`src/rtl/sgd_pkg.sv`:
```
// Shared constants and types for the chained descriptor DMA engine.
// Assumes 32-bit descriptor words and 32-bit memory and stream data.
package sgd_pkg;
    localparam int WORD_W   = 32;
    localparam int DESC_WORDS = 4;

    // Status word bit positions (decoded by software that owns the list)
    localparam int ST_HOLD  = 31;
    localparam int ST_ERR   = 30;
    localparam int ST_CHAIN = 4;
    localparam int ST_FIRST = 3;
    localparam int ST_LAST  = 2;
    localparam int ST_NOIRQ = 1;

    // Descriptor word indices
    localparam int DW_STATUS = 0;
    localparam int DW_SIZE   = 1;
    localparam int DW_BUF    = 2;
    localparam int DW_NEXT   = 3;

    typedef enum logic [3:0] {
        S_IDLE,
        S_FETCH,
        S_SETUP,
        S_MEMRD,
        S_TXPUSH,
        S_RXPOP,
        S_MEMWR,
        S_WBACK,
        S_NEXT
    } sgd_state_t;
endpackage

```
`src/rtl/sgd_chunk_calc.sv`:
```
// Computes the bytes and word transfers for one descriptor.
// Assumes remaining is non-zero whenever the result is used.
module sgd_chunk_calc
    import sgd_pkg::*;
#(
    parameter int MAX_BUF_BYTES = 8192
) (
    input  logic [WORD_W-1:0] size_field,
    input  logic [WORD_W-1:0] remaining,
    output logic [WORD_W-1:0] chunk_bytes,
    output logic [WORD_W-1:0] chunk_words
);
    localparam logic [WORD_W-1:0] MAX_V = WORD_W'(MAX_BUF_BYTES);

    logic [WORD_W-1:0] eff_size;

    // Clamp: zero or oversize maps to the maximum buffer size
    always_comb begin
        if (size_field == '0 || size_field > MAX_V)
            eff_size = MAX_V;
        else
            eff_size = size_field;
    end

    // Smaller of effective size and remaining count, then round up to words
    always_comb begin
        chunk_bytes = (eff_size < remaining) ? eff_size : remaining;
        chunk_words = (chunk_bytes + WORD_W'(3)) >> 2;
    end
endmodule

```
`src/rtl/sgd_remaining.sv`:
```
// Remaining byte counter: loads at start, subtracts per descriptor and
// saturates at zero. Assumes load and dec are never high together.
module sgd_remaining
    import sgd_pkg::*;
(
    input  logic              clk,
    input  logic              rst_n,
    input  logic              load,
    input  logic [WORD_W-1:0] load_val,
    input  logic              dec,
    input  logic [WORD_W-1:0] dec_val,
    output logic [WORD_W-1:0] count,
    output logic              is_zero
);
    // Count register with saturating decrement
    always_ff @(posedge clk) begin
        if (!rst_n)
            count <= '0;
        else if (load)
            count <= load_val;
        else if (dec)
            count <= (count > dec_val) ? (count - dec_val) : '0;
    end

    // Zero indication for the sequencer
    always_comb is_zero = (count == '0);
endmodule

```
`src/rtl/sg_desc_dma.sv`:
```
// Chained descriptor DMA engine. Fetches a descriptor, moves one buffer
// between memory and the card streams, writes the status back with the
// hold bit cleared and follows the chain until the last flag or a zero
// remaining count. Assumes a single-outstanding request/ack memory port
// with read data valid in the ack cycle.
module sg_desc_dma
    import sgd_pkg::*;
#(
    parameter int MAX_BUF_BYTES = 8192
) (
    input  logic              clk,
    input  logic              rst_n,
    input  logic              start,
    input  logic              dma_en,
    input  logic              dir_write,
    input  logic              card_data_rdy,
    input  logic [WORD_W-1:0] byte_count,
    input  logic [WORD_W-1:0] block_size,
    input  logic [WORD_W-1:0] desc_base,
    output logic              mem_req,
    output logic              mem_we,
    output logic [WORD_W-1:0] mem_addr,
    output logic [WORD_W-1:0] mem_wdata,
    input  logic [WORD_W-1:0] mem_rdata,
    input  logic              mem_ack,
    output logic              tx_valid,
    input  logic              tx_ready,
    output logic [WORD_W-1:0] tx_data,
    input  logic              rx_valid,
    output logic              rx_ready,
    input  logic [WORD_W-1:0] rx_data,
    output logic              busy,
    output logic              done,
    output logic [WORD_W-1:0] remaining,
    output logic              data_complete,
    output logic              sdio_irq,
    output logic              dma_summary,
    output logic              tx_done,
    output logic              rx_done
);
    localparam logic [WORD_W-1:0] WORD_BYTES = WORD_W'(WORD_W / 8);
    localparam logic [WORD_W-1:0] HOLD_MASK  = ~(WORD_W'(1) << ST_HOLD);

    sgd_state_t        state;
    logic [WORD_W-1:0] dword [DESC_WORDS];
    logic [1:0]        fetch_idx;
    logic [WORD_W-1:0] cur_desc;
    logic [WORD_W-1:0] buf_base;
    logic [WORD_W-1:0] offset;
    logic [WORD_W-1:0] words_left;
    logic [WORD_W-1:0] chunk_r;
    logic              xfer_wr;

    logic              start_ok;
    logic              accept;
    logic [WORD_W-1:0] chunk_bytes;
    logic [WORD_W-1:0] chunk_words;
    logic              rem_zero;
    logic              rem_dec;
    logic              data_phase;
    logic              wb_phase;

    // Start gating: all preconditions for a transfer
    always_comb begin
        start_ok = (byte_count != '0) && (block_size != '0) && dma_en
                   && (dir_write || card_data_rdy);
        accept   = (state == S_IDLE) && start && start_ok;
    end

    // Phase indications used by the sequencer outputs and the checker
    always_comb begin
        busy       = (state != S_IDLE);
        rx_ready   = (state == S_RXPOP);
        data_phase = (state == S_MEMRD) || (state == S_MEMWR);
        wb_phase   = (state == S_WBACK);
        rem_dec    = wb_phase && mem_ack;
    end

    sgd_chunk_calc #(.MAX_BUF_BYTES(MAX_BUF_BYTES)) u_chunk (
        .size_field (dword[DW_SIZE]),
        .remaining  (remaining),
        .chunk_bytes(chunk_bytes),
        .chunk_words(chunk_words)
    );

    sgd_remaining u_rem (
        .clk     (clk),
        .rst_n   (rst_n),
        .load    (accept),
        .load_val(byte_count),
        .dec     (rem_dec),
        .dec_val (chunk_r),
        .count   (remaining),
        .is_zero (rem_zero)
    );

    // Descriptor word capture during fetch
    always_ff @(posedge clk) begin
        if (!rst_n) begin
            for (int i = 0; i < DESC_WORDS; i++) dword[i] <= '0;
        end else if (state == S_FETCH && mem_ack) begin
            dword[fetch_idx] <= mem_rdata;
        end
    end

    // Main sequencer: fetch, move, write back, chain, finish
    always_ff @(posedge clk) begin
        if (!rst_n) begin
            state         <= S_IDLE;
            fetch_idx     <= '0;
            cur_desc      <= '0;
            buf_base      <= '0;
            offset        <= '0;
            words_left    <= '0;
            chunk_r       <= '0;
            xfer_wr       <= 1'b0;
            mem_req       <= 1'b0;
            mem_we        <= 1'b0;
            mem_addr      <= '0;
            mem_wdata     <= '0;
            tx_valid      <= 1'b0;
            tx_data       <= '0;
            done          <= 1'b0;
            data_complete <= 1'b0;
            sdio_irq      <= 1'b0;
            dma_summary   <= 1'b0;
            tx_done       <= 1'b0;
            rx_done       <= 1'b0;
        end else begin
            done <= 1'b0;
            case (state)
                S_IDLE: begin
                    if (accept) begin
                        cur_desc      <= desc_base;
                        xfer_wr       <= dir_write;
                        data_complete <= 1'b0;
                        sdio_irq      <= 1'b0;
                        dma_summary   <= 1'b0;
                        tx_done       <= 1'b0;
                        rx_done       <= 1'b0;
                        fetch_idx     <= '0;
                        mem_req       <= 1'b1;
                        mem_we        <= 1'b0;
                        mem_addr      <= desc_base;
                        state         <= S_FETCH;
                    end
                end
                S_FETCH: begin
                    if (mem_ack) begin
                        if (fetch_idx == 2'd3) begin
                            mem_req <= 1'b0;
                            state   <= S_SETUP;
                        end else begin
                            fetch_idx <= fetch_idx + 2'd1;
                            mem_addr  <= mem_addr + WORD_BYTES;
                        end
                    end
                end
                S_SETUP: begin
                    chunk_r    <= chunk_bytes;
                    words_left <= chunk_words;
                    offset     <= '0;
                    buf_base   <= {dword[DW_BUF][WORD_W-1:2], 2'b00};
                    if (xfer_wr) begin
                        mem_req  <= 1'b1;
                        mem_we   <= 1'b0;
                        mem_addr <= {dword[DW_BUF][WORD_W-1:2], 2'b00};
                        state    <= S_MEMRD;
                    end else begin
                        state <= S_RXPOP;
                    end
                end
                S_MEMRD: begin
                    if (mem_ack) begin
                        mem_req  <= 1'b0;
                        tx_valid <= 1'b1;
                        tx_data  <= mem_rdata;
                        state    <= S_TXPUSH;
                    end
                end
                S_TXPUSH: begin
                    if (tx_ready) begin
                        tx_valid   <= 1'b0;
                        words_left <= words_left - WORD_W'(1);
                        offset     <= offset + WORD_BYTES;
                        if (words_left == WORD_W'(1)) begin
                            mem_req   <= 1'b1;
                            mem_we    <= 1'b1;
                            mem_addr  <= cur_desc;
                            mem_wdata <= dword[DW_STATUS] & HOLD_MASK;
                            state     <= S_WBACK;
                        end else begin
                            mem_req  <= 1'b1;
                            mem_we   <= 1'b0;
                            mem_addr <= buf_base + offset + WORD_BYTES;
                            state    <= S_MEMRD;
                        end
                    end
                end
                S_RXPOP: begin
                    if (rx_valid) begin
                        mem_req   <= 1'b1;
                        mem_we    <= 1'b1;
                        mem_addr  <= buf_base + offset;
                        mem_wdata <= rx_data;
                        state     <= S_MEMWR;
                    end
                end
                S_MEMWR: begin
                    if (mem_ack) begin
                        words_left <= words_left - WORD_W'(1);
                        offset     <= offset + WORD_BYTES;
                        if (words_left == WORD_W'(1)) begin
                            mem_addr  <= cur_desc;
                            mem_wdata <= dword[DW_STATUS] & HOLD_MASK;
                            state     <= S_WBACK;
                        end else begin
                            mem_req <= 1'b0;
                            mem_we  <= 1'b0;
                            state   <= S_RXPOP;
                        end
                    end
                end
                S_WBACK: begin
                    if (mem_ack) begin
                        mem_req <= 1'b0;
                        mem_we  <= 1'b0;
                        state   <= S_NEXT;
                    end
                end
                S_NEXT: begin
                    if (rem_zero) data_complete <= 1'b1;
                    if (dword[DW_STATUS][ST_LAST] || rem_zero) begin
                        done          <= 1'b1;
                        data_complete <= 1'b1;
                        sdio_irq      <= 1'b1;
                        dma_summary   <= 1'b1;
                        tx_done       <= xfer_wr;
                        rx_done       <= ~xfer_wr;
                        state         <= S_IDLE;
                    end else begin
                        cur_desc  <= dword[DW_NEXT];
                        fetch_idx <= '0;
                        mem_req   <= 1'b1;
                        mem_we    <= 1'b0;
                        mem_addr  <= dword[DW_NEXT];
                        state     <= S_FETCH;
                    end
                end
                default: state <= S_IDLE;
            endcase
        end
    end
endmodule

```
`config.mk`:
```
export PLATFORM = sky130hd
export DESIGN_NAME = sg_desc_dma
export DESIGN_NICKNAME = d
export VERILOG_FILES = /design/src/rtl/sgd_pkg.sv /design/src/rtl/sgd_chunk_calc.sv /design/src/rtl/sgd_remaining.sv /design/src/rtl/sg_desc_dma.sv
export SDC_FILE = /design/constraint.sdc
export NUM_CORES = 1
export LEC_CHECK = 0
export BUFFER_PORTS_ARGS = -buffer_cell sky130_fd_sc_hd__buf_2
export CAP_MARGIN = 20
export CORE_ASPECT_RATIO = 2
export CORE_MARGIN = 8
export CORE_UTILIZATION = 54
export CTS_BUF_LIST = sky130_fd_sc_hd__clkbuf_8 sky130_fd_sc_hd__clkbuf_16
export DETAILED_ROUTE_END_ITERATION = 8
export PLACE_DENSITY = 0.86
export SLEW_MARGIN = 20
export SYNTH_ARGS = -nofsm -noshare
export SYNTH_HDL_FRONTEND = slang
export SYNTH_SLANG_ARGS = --single-unit
```
`constraint.sdc`:
```
create_clock -name clk -period 4.6 [get_ports clk]
set_clock_uncertainty 0.15 [all_clocks]
set_input_delay 1.15 -clock clk [delete_from_list [all_inputs] [get_ports clk]]
set_output_delay 1.15 -clock clk [all_outputs]
set_load 0.005 [all_outputs]
```
# --- Yosys cells after proc, flatten, opt, wreduce, memory -nomap -nowiden ---
# Memories as Yosys holds them, arrays and structs flattened.
# Cells that the tools add are included.
totals:
  regBits: 301
  ramBits: 128
  input_bits: 169
  out_inout_bits: 139
  wordCells: 183
  memories: 1
op_classes:
  n_addsub: 8
  magnitude_cmp: 3
  n_eq_ne: 26
  n_mux: 83
  bitwise: 1
  n_reduce_logical: 41
memory_table:
  columns: ["name", "words", "word_bits", "rd", "rd_clocked_by_memory_dff", "write_ports", "line_no", "source"]
  rows:
  - ["dword", 4, 32, 4, 0, 4, "sg_desc_dma.sv:45", "logic [WORD_W-1:0] dword [DESC_WORDS];"]
ops:
  columns: ["cell", "count"]
  rows:
  - ["32-bit 2-to-1 mux", 24]
  - ["32-bit case mux with 3 select lines", 3]
  - ["32-bit case mux with 7 select lines", 1]
  - ["32-bit by 3-bit adder with 32-bit output (second input constant)", 3]
  - ["32-bit logical NOT", 2]
  - ["32-bit case mux with 2 select lines", 1]
  - ["32-bit nonzero test", 2]
  - ["4-bit case mux with 9 select lines", 1]
  - ["32-bit by 2-bit adder with 32-bit output (second input constant)", 1]
  - ["32-bit adder", 1]
  - ["32-bit by 1-bit equality test with 1-bit output (second input constant)", 1]
  - ["32-bit by 14-bit greater-than comparator with 1-bit output (second input constant)", 1]
  - ["32-bit greater-than comparator", 1]
  - ["32-bit less-than comparator", 1]
  - ["4-bit 2-to-1 mux", 8]
  - ["32-bit OR reduction", 1]
  - ["32-bit by 1-bit subtractor with 32-bit output (second input constant)", 1]
  - ["32-bit subtractor", 1]
  - ["1-bit 2-to-1 mux", 29]
  - ["2-bit != test (second input constant)", 12]
  - ["4-bit by 3-bit equality test with 1-bit output (second input constant)", 4]
  - ["3-bit AND reduction", 5]
  - ["7-bit nonzero test", 2]
  - ["2-bit 2-to-1 mux", 6]
  - ["28 further kinds", 50]

# --- Depth between registers and ports, before layout ---
# An unclocked memory read counts as a cell.
logic_depth:
  ltp_word: 8
  depth_mapped: 20
  depth_no_buf: 18

# --- Modules after synthesis ---
# A second synthesis with hierarchy kept.
hier_totals:
  hier_cells: 3154
  hier_area_um2: 25674.6
modules_own_cells:
  columns: ["mod", "n_inst", "cells_each", "area_per_inst_um2", "seq_area_each_um2"]
  rows:
  - ["sg_desc_dma", 1, 2369, 20020.5, 9078.7]
  - ["sgd_remaining", 1, 462, 3469.6, 640.6]
  - ["sgd_chunk_calc", 1, 323, 2184.6, 0.0]

# --- Worst setup path after synthesis ---
# Ideal clock, no wire load.
synth_timing:
  path_kind: "flip-flop to flip-flop"
  startpoint: "register state[0]"
  endpoint: "memory dword[3][0] (enable)"
  setup_time_ps: 466
  arrival_ps: 3962
  t_required_ps: 3984
  setup_slack_ps: 22
  path_stages_with_launch: 8
  path_buffers: 3
  period_less_slack_ps: 4578
  cell_sequence: "dfxtp_1 clkbuf_1 nor2b_1 clkbuf_1 and2_0 buf_1 nand2_1 o21ai_0"
synth_lines:
  columns: ["item", "line_no", "source"]
  rows:
  - ["start: declaration", "sg_desc_dma.sv:44", "sgd_state_t state;"]
  - ["start signal: assignment", "sg_desc_dma.sv:109", "state <= S_IDLE;"]
  - ["start signal: assignment", "sg_desc_dma.sv:145", "state <= S_FETCH;"]
  - ["start signal: assignment", "sg_desc_dma.sv:152", "state <= S_SETUP;"]
  - ["end: declaration", "sg_desc_dma.sv:45", null]

==> metrics.csv <==
metric,value,unit
ios,308,
synth_top_area_cell,dfxtp_1,
cts_buffers,40,
power_leakage,11.7,nW
required,4.90,ns
yosysMostFrequentCell,nand2_1,
pre_cts_ws,0.00851,ns
cp-end-kind,register,
synth-async-reset-ratio,0,
die_h,319,um
tritoncts,done,
synthTopCellsByCount,"nand2_1, nor2_1, dfxtp_1, a21oi_1, and2_1",
rows,111,
worstPathArrival,4.77,ns
grt_max_degree,124,
path_max_fanout,16,
grt_pass1_wl,146000,um
worstSkewPairLatency,0.56,ns
finalHoldViolations,0,
tns,0,ns
synthFlopType,dfxtp_1,
synth.area.top_cells,"dfxtp_1, edfxtp_1, nand2_1",
outcome,finished clean,
areaGrowthSynthToFinish,16.7,%
drt-total-wl,98200,um
synth-seq-area-share,0.392,
gr-total-overflow,0,
cts-root-buf,clkbuf_16,
vdd_drop_max,365,uV
holdCritPathClass,register to register,
clock_path_buffers,3,
initial_core_util,0.543,
drt_drc_violations_left,0,
yosys.area.top_type_share,0.241,
ys_ff_latch,424,
syn_inst,3023,
dp_hpwl,72600,um
ys_types,96,
dr.pass1.iters,7,
drive_gt1_frac,0.167,
clock-sinks,424,
post_dp_cell_area,27500,um^2
path_class,register to register,
rsz0062_at_grt,false,
layout.nets,3609,
worstSetupStartpointType,register,
fin_crit_sh,0.972,
max_slew_margin,0.244,
wire_per_inst,24.9,um
dieWidth,168,um
finalCriticalPeriod,4.47,ns
via_per_inst,6.44,
via_count,25407,
syn_avg_cell_area,8.21,um^2
ant_nets,0,
synth_edf_count,125,
gp_congestion,1.01,
die-area,53500,um^2
fin_worst_hold_slack,0.305,ns
io_buffers,307,
drtIter0Drc,2416,
fmax,0.224,GHz
pwr_density_cell,319,nW/um^2
netlist_area,24800,um^2
setup_ws,0.129,ns
path_clk_slew,0.07,ns
htreeDepth,2,
slew_viol_final,0,
fin_area,29000,um^2
grt_pass1_vias,25136,
maxCapViolCount,0,
antenna_found_initial,9,
gr-usage-all-layers,0.354,
yosys_warnings,0,
finalSetupViolCount,0,
coreArea,45700,um^2
max_slew.worst_pin.slew,1.13,ns
[flip-flops by register name, summed over array words and instances, names as in the netlist, 2 cells and up]
signal and flops:
tx_data 32, words_left 32, fetch_idx 2, u_rem.count 32, dword 125, state 4
offset 30, chunk_r 32, buf_base 30, mem_wdata 32, mem_addr 32, cur_desc 32
[critical path, stage by stage, from the launching register on]
cell and delay, ns:
edfxtp_1 0.43, nor4_4 0.36, nand4_1 0.18, xnor2_1 0.16
buf_4 0.16, and2_1 0.21, buf_4 0.16, nand2_1 0.08
inv_1 0.05, ha_1 0.17, a21o_1 0.18, a21o_1 0.17
a21o_1 0.19, a221oi_2 0.28, o211a_2 0.33, o211ai_4 0.17
buf_4 0.24, nor2_1 0.14, a21oi_1 0.07, xnor2_1 0.15
a221oi_1 0.25, nor2_1 0.07
[stage by stage]
step	total power, W	cells	utilization
floorplan	0.00509	3040	-
global placement	0.00569	3862	0.602
detailed placement	0.00571	3862	0.602
CTS	0.00920	3935	0.632
global route	0.00952	3940	0.634
finish	0.00925	3947	0.634
[power by group]
| part | internal [W] | switching [W] |
|---|---|---|
| Sequential | 0.00399 | 0.000129 |
| Clock | 0.00199 | 0.00155 |
| Combinational | 0.000579 | 0.00101 |
[layout make-up]
class,instances,area [um^2]
Clock buffer,44,1080
Fill cell,3909,16700
Tap cell,565,707
Antenna cell,10,25.0
Multi-Input combinational cell,2338,14200
Inverter,103,394
Timing Repair Buffer,434,2530
Clock inverter,29,304
Sequential cell,424,9740
[final timing paths]
check | startpoint | end | slack (ns) | depth (start not counted)
worst min register to register | tx_data[7] | tx_data[7] | 0.30 | 2
worst max register to register | dword[1][11] | words_left[2] | 0.13 | 21
worst max-delay path | dword[1][11] | words_left[2] | 0.13 | 21
worst min-delay path | tx_data[7] | tx_data[7] | 0.30 | 2
[placed cells by master, fill, tap and decap left out, types with 87 or more instances in the layout]
| cell type | n |
|---|---|
| a21oi_1 | 230 |
| and2_1 | 149 |
| buf_2 | 307 |
| buf_4 | 123 |
| dfxtp_1 | 299 |
| edfxtp_1 | 125 |
| ha_1 | 97 |
| inv_1 | 107 |
| nand2_1 | 465 |
| nand3_1 | 113 |
| nor2_1 | 304 |
| o21ai_0 | 106 |
| xnor2_1 | 87 |
[metal layers]
layer	vias to the layer above	wire length, um	global-route usage
li1	11541	-	-
met1	11856	29900	0.331
met2	1480	49100	0.632
met3	524	7840	0.0704
met4	6	11300	0.341
met5	-	47	0
[logic make-up after synthesis]
group                    count (synthesis)  share of synthesized area
XOR/XNOR                               148                     0.0525
buffers and inverters                  279                     0.0448
AND/OR/NAND/NOR                       1320                      0.253
other                                    1                   0.000151
flip-flops                             424                      0.392
AO/OA/AOI/OAI                          738                      0.201
adder cells (fa/ha/maj)                 99                     0.0505
multiplexers                            14                    0.00564
[what timing repair did]
item / in CTS / in global routing
resized for setup: 1 / 10
setup endpoints to repair: 2 / 11
pin swaps: 0 / 3
buffers inserted: 0 / 1
gates cloned: 0 / 1
hold buffers: 0 / 0
No activity file was read; power rests on OpenSTA's default activity.
